[config.mk]
export PLATFORM = sky130hd
export DESIGN_NAME = tw_cfg_port
export DESIGN_NICKNAME = d
export VERILOG_FILES = /design/src/rtl/tw_cfg_port.sv
export SDC_FILE = /design/constraint.sdc
export NUM_CORES = 1
export LEC_CHECK = 0
export ABC_CLOCK_PERIOD_IN_PS = 2000
export BUFFER_PORTS_ARGS = -buffer_cell sky130_fd_sc_hd__buf_2
export CAP_MARGIN = 30
export CORE_MARGIN = 5
export CORE_UTILIZATION = 54
export DETAILED_ROUTE_END_ITERATION = 10
export GPL_ROUTABILITY_DRIVEN = 0
export PLACE_DENSITY = 0.87
export SLEW_MARGIN = 20
export SYNTH_ARGS = -nofsm -noshare
export SYNTH_HDL_FRONTEND = slang
export SYNTH_SLANG_ARGS = --single-unit
export TNS_END_PERCENT = 5
[constraint.sdc]
create_clock -name clk -period 2 [get_ports clk]
set_input_delay 0.4 -clock clk [delete_from_list [all_inputs] [get_ports clk]]
set_output_delay 0.4 -clock clk [all_outputs]
set_load 0.01 [all_outputs]
[src/rtl/tw_cfg_port.sv]
module tw_cfg_port #(
  parameter int DW  = 18,
  parameter int AW  = 4,
  parameter int N1W = 18,
  parameter int N2W = 17,
  parameter int NIW = 16
) (
  input  logic           clk,
  input  logic           rst_n,
  input  logic           ser_clk,
  input  logic           ser_dat,
  input  logic           ser_load_n,
  input  logic           hw_power,
  input  logic           if_busy,
  input  logic           rf_busy,
  output logic           if_on,
  output logic           rf_on,
  output logic           ref_on,
  output logic           rf_sel2,
  output logic           aux_out,
  output logic [N1W-1:0] n_rf1,
  output logic [N2W-1:0] n_rf2,
  output logic [NIW-1:0] n_if
);
  localparam int FW = DW + AW;
  localparam logic [AW-1:0] A_MAIN = AW'(0);
  localparam logic [AW-1:0] A_PWR  = AW'(2);
  localparam logic [AW-1:0] A_N1   = AW'(3);
  localparam logic [AW-1:0] A_N2   = AW'(4);
  localparam logic [AW-1:0] A_NIF  = AW'(5);
  localparam int B_AUX   = 12;
  localparam int B_FORCE = 3;

  logic [2:0]    ck_q, ld_q;
  logic [1:0]    dt_q;
  logic [FW-1:0] sh;
  logic [1:0]    aux_mode;
  logic          force_on, if_bit, rf_bit;

  always_ff @(posedge clk or negedge rst_n)
    if (!rst_n) begin
      ck_q <= '0;
      ld_q <= '1;
      dt_q <= '0;
    end else begin
      ck_q <= {ck_q[1:0], ser_clk};
      ld_q <= {ld_q[1:0], ser_load_n};
      dt_q <= {dt_q[0], ser_dat};
    end

  wire ck_rise = ck_q[1] & ~ck_q[2];
  wire ld_low  = ~ld_q[1];
  wire commit  = ld_q[1] & ~ld_q[2];

  always_ff @(posedge clk or negedge rst_n)
    if (!rst_n)                 sh <= '0;
    else if (ck_rise && ld_low) sh <= {sh[FW-2:0], dt_q[1]};

  wire [AW-1:0] addr = sh[AW-1:0];
  wire [DW-1:0] dat  = sh[FW-1:AW];

  always_ff @(posedge clk or negedge rst_n)
    if (!rst_n) begin
      aux_mode <= '0;
      force_on <= 1'b0;
      if_bit   <= 1'b0;
      rf_bit   <= 1'b0;
      n_rf1    <= '0;
      n_rf2    <= '0;
      n_if     <= '0;
      rf_sel2  <= 1'b0;
    end else if (commit) begin
      case (addr)
        A_MAIN: begin
          aux_mode <= dat[B_AUX+1:B_AUX];
          force_on <= dat[B_FORCE];
        end
        A_PWR: begin
          if_bit <= dat[1];
          rf_bit <= dat[0];
        end
        A_N1: begin
          n_rf1   <= dat[N1W-1:0];
          rf_sel2 <= 1'b0;
        end
        A_N2: begin
          n_rf2   <= dat[N2W-1:0];
          rf_sel2 <= 1'b1;
        end
        A_NIF:   n_if <= dat[NIW-1:0];
        default: ;
      endcase
    end

  assign if_on   = hw_power & (force_on | if_bit);
  assign rf_on   = hw_power & (force_on | rf_bit);
  assign ref_on  = if_on | rf_on;
  assign aux_out = (aux_mode == 2'b11) & (if_busy | rf_busy);

  wire [N1W+N2W+NIW+5:0] state = {n_rf1, n_rf2, n_if, rf_sel2, aux_mode, force_on, if_bit, rf_bit};

  AST_SHIFT_ONLY_WHEN_LOADING: assert property (@(posedge clk) disable iff (!rst_n)
    !(ck_rise && ld_low) |=> $stable(sh));
  AST_HOLD_UNTIL_LOAD_EDGE: assert property (@(posedge clk) disable iff (!rst_n)
    !commit |=> $stable(state));
  AST_RESERVED_DROPPED: assert property (@(posedge clk) disable iff (!rst_n)
    commit && (addr == AW'(1) || addr > A_NIF) |=> $stable(state));
  AST_PIN_LOW_ALL_OFF: assert property (@(posedge clk) disable iff (!rst_n)
    !hw_power |-> !if_on && !rf_on && !ref_on);
  AST_SEL_LOOP1: assert property (@(posedge clk) disable iff (!rst_n)
    commit && addr == A_N1 |=> !rf_sel2);
  AST_SEL_LOOP2: assert property (@(posedge clk) disable iff (!rst_n)
    commit && addr == A_N2 |=> rf_sel2);
  AST_AUX_QUIET: assert property (@(posedge clk) disable iff (!rst_n)
    aux_mode != 2'b11 |-> !aux_out);
endmodule

==> results.sh <==
export IMPL_status="finished, final reports clean"
export IMPL_p_leak_nw=2.22
export IMPL_grt_ovfl_total=0
export IMPL_layout_setup_ws_ns=0.211
export IMPL_port_buffers=63
export IMPL_die_y_microns=88.6
export IMPL_insertion_delay_ns=0.35
export IMPL_clock_tree_htree_level_count=3
export IMPL_netlist_area_sq_um=3330
export IMPL_worstPathMaxFanout=3
export IMPL_worst_path_stages=3
export IMPL_max_cap_viol_count=0
export IMPL_slew_headroom_pct=76.0
export IMPL_setup_worst_path_class="flop to output pin"
export IMPL_crit_start="force_on"
export IMPL_synth_ff_latch_count=87
export IMPL_netlist_instances=186
export IMPL_route_detailed_drc=0
export IMPL_synth_largest_area_cell="dfrtp_1"
export IMPL_chip_width_microns=88.6
export IMPL_avgSynthCellArea_sq_um=17.9
export IMPL_final_setup_tns_ns=0
export IMPL_total_via_count_in_the_routed_design=1810
export IMPL_finalMaxSlewViolations=0
export IMPL_ctsRootBufferMaster="clkbuf_8"
export IMPL_floorplan_io_pins=64
export IMPL_wirelength_microns=5860
export IMPL_cts_buffers_inserted=9
export IMPL_ff2ff_setup_slack_ns=0.27
export IMPL_startpoint_type="flop"
export IMPL_critical_path_reg2reg_endpoint="n_rf1[17]"
export IMPL_start_util_pct=56.0
export IMPL_setup_violations=0
export IMPL_cts_tree="built"
export IMPL_netlist_area_leader_share_pct=63.0
export IMPL_final_core_utilization_pct=66.8
export IMPL_core_region_area_sq_um=5960
export IMPL_min_path_cells=1
export IMPL_nets=269
export IMPL_finalHoldViolCount=0
export IMPL_die_area_sq_um=7850
export IMPL_drt_iter0_markers=59
export IMPL_rsz0062_at_grt="false"
export IMPL_drive_gt1_share_pct=64.3
export IMPL_finalInstanceArea_sq_um=3980
export IMPL_global_route_usage_total_pct=17.0
export IMPL_antenna_violating_nets_left=0
export IMPL_grt_antenna_before_repair=0
export IMPL_dominantRegCellSynth="dfrtp_1"
export IMPL_synthMostInstantiatedCell="dfrtp_1"
export IMPL_post_place_ws_ns=0.268
export IMPL_estimated_wirelength_of_the_detail_placed_design_microns=4050
export IMPL_reg2regPathDepth=4
export IMPL_worst_path_buf_inv=1
export IMPL_worstPathRequired_ns=1.60
export IMPL_proportion_of_synthesized_chip_area_in_sequential_cells_pct=65.4
export IMPL_fmax_mhz=559
export IMPL_first_global_vias=1988
export IMPL_detail_route_wl_per_cell_microns=17.2
export IMPL_maximum_number_of_pins_on_one_net_before_global_route_repair=52
export IMPL_critical_path_max_stage_delay_ns=0.42
export IMPL_critPathSlowestCell="dfrtp_1"
export IMPL_finalWorstPathRequiredPeriod_ns=1.79
export IMPL_netlist_top_cells_area="dfrtp_1, mux2_2, mux2_4"
export IMPL_routed_via_density=5.31
export IMPL_cts_sink_count=87
export IMPL_grt_pass1_wl_microns=9940
export IMPL_post_cts_setup_buffers=0
export IMPL_power_density_nw_per_um2=992
export IMPL_detail_route_first_pass_iterations=3
export IMPL_cts_root_to_sink_buffers=2
export IMPL_clk_transition_reported_paths_ns=0.08
export IMPL_yosys_warnings=0
export IMPL_tightestPinTransition_ns=0.360
export IMPL_period_share_pct=89.4
export IMPL_regToRegStartpoint="ld_q[1]"
export IMPL_synthesis_nets=194
export IMPL_worst_setup_path_endpoint="ref_on"
export IMPL_antenna_cells=0
export IMPL_arrival_time_of_the_worst_setup_path_ns=1.39
export IMPL_dpl_cell_area_sq_um=3740
export IMPL_yosysUniqueCellTypes=21
export IMPL_finClkSkew_ns=0.0117
export IMPL_peakVddDrop_v=0.000684
export IMPL_synthTopCellsByCount="dfrtp_1, mux2_2, mux2_4, buf_6, dfstp_2"
export IMPL_critical_path_endpoint_type="output pin"
export IMPL_area_growth_synth_to_final_pct=19.3
export IMPL_synth_edf_count=0
export IMPL_worst_path_dominant_cell_family="flip-flops"
export IMPL_placement_rows=28
export IMPL_ys_async_sr_fraction_pct=100
export IMPL_cp_cell_sequence="o21a_1, or2_2, buf_2"
export IMPL_min_path_type="input port to flop"
==> routing by layer <==
| metal | global-route usage [%] | wire length [microns] | vias up |
|---|---|---|---|
| li1 | - | - | 822 |
| met1 | 22.2 | 2520 | 932 |
| met2 | 27.5 | 2910 | 49 |
| met3 | 5.31 | 361 | 7 |
| met5 | 0 | 0 | - |
| met4 | 5.22 | 68 | 0 |
==> repair_timing <==
item | 4_1_cts | 5_1_grt
hold endpoints to repair | 14 | 0
hold buffers | 1 | 0
resized for setup | 0 | 0
==> worst reg2reg max path: cells and delay by family (launching register included) <==
kind                   cells  cell delay, ns
DFF                        1            0.57
muxes                      1            0.36
and+or+nand+nor            2            0.44
buffers and inverters      1            0.24
==> sequential cells by signal (all words and copies together) (netlist names) <==
signal	flops
force_on	1
ld_q	3
n_rf1	18
ck_q	3
sh	22
aux_mode	2
rf_sel2	1
n_rf2	17
rf_bit	1
n_if	16
dt_q	2
if_bit	1
==> cell type report <==
type | count | area [sq um]
Clock inverter | 5 | 81.3
Tap cell | 75 | 93.8
Timing Repair Buffer | 70 | 385
Inverter | 1 | 3.75
Sequential cell | 87 | 2180
Multi-Input combinational cell | 92 | 1090
Clock buffer | 11 | 141
Fill cell | 431 | 1980
==> where the power goes <==
part / leakage [nW] / switching [mW] / internal (mW)
Clock: 0.110 / 0.590 / 0.738
Combinational: 0.932 / 0.230 / 0.277
Sequential: 1.18 / 0.167 / 1.95
==> stage by stage <==
step                instances  hold slack (ns)  total power [mW]
floorplan                 186            0.104              2.43
global placement          324            0.272              2.63
detailed placement        324            0.277              2.66
CTS                       341            0.129              4.00
global route              341            0.127              4.16
finish                    341            0.153              3.95
==> cell usage in the layout, fill, tap and decap left out, drive strengths merged <==
cell         count
dfstp            3
clkbuf          11
nor2             1
nand2            2
nor3b            1
clkinv           2
o21ai            1
mux2            78
o21a             2
nor4b            1
or2              1
and4bb           1
and3             1
inv              1
bufinv           2
buf             69
nand3b           2
clkinvlp         1
o211a            1
dlygate4sd3      1
dfrtp           84
==> cells by family (layout without fill, tap and decap cells) <==
logic type | after synthesis | count (layout) | share of synthesized area (%)
and+or+nand+nor | 10 | 10 | 3.19
buffers and inverters | 7 | 87 | 2.03
AOI/OAI and AO/OA | 4 | 4 | 0.900
muxes | 78 | 78 | 28.5
DFF | 87 | 87 | 65.4
==> how the worst min path moves through the flow <==
stage	end	startpoint
2_1_floorplan	aux_mode[0]	rst_n
3_3_place_gp	n_rf2[9]	rst_n
3_5_place_dp	n_rf2[9]	rst_n
4_1_cts	ld_q[0]	ser_load_n
5_1_grt	ld_q[0]	ser_load_n
6_report	ld_q[0]	ser_load_n
(Power assumes the default switching activity.)
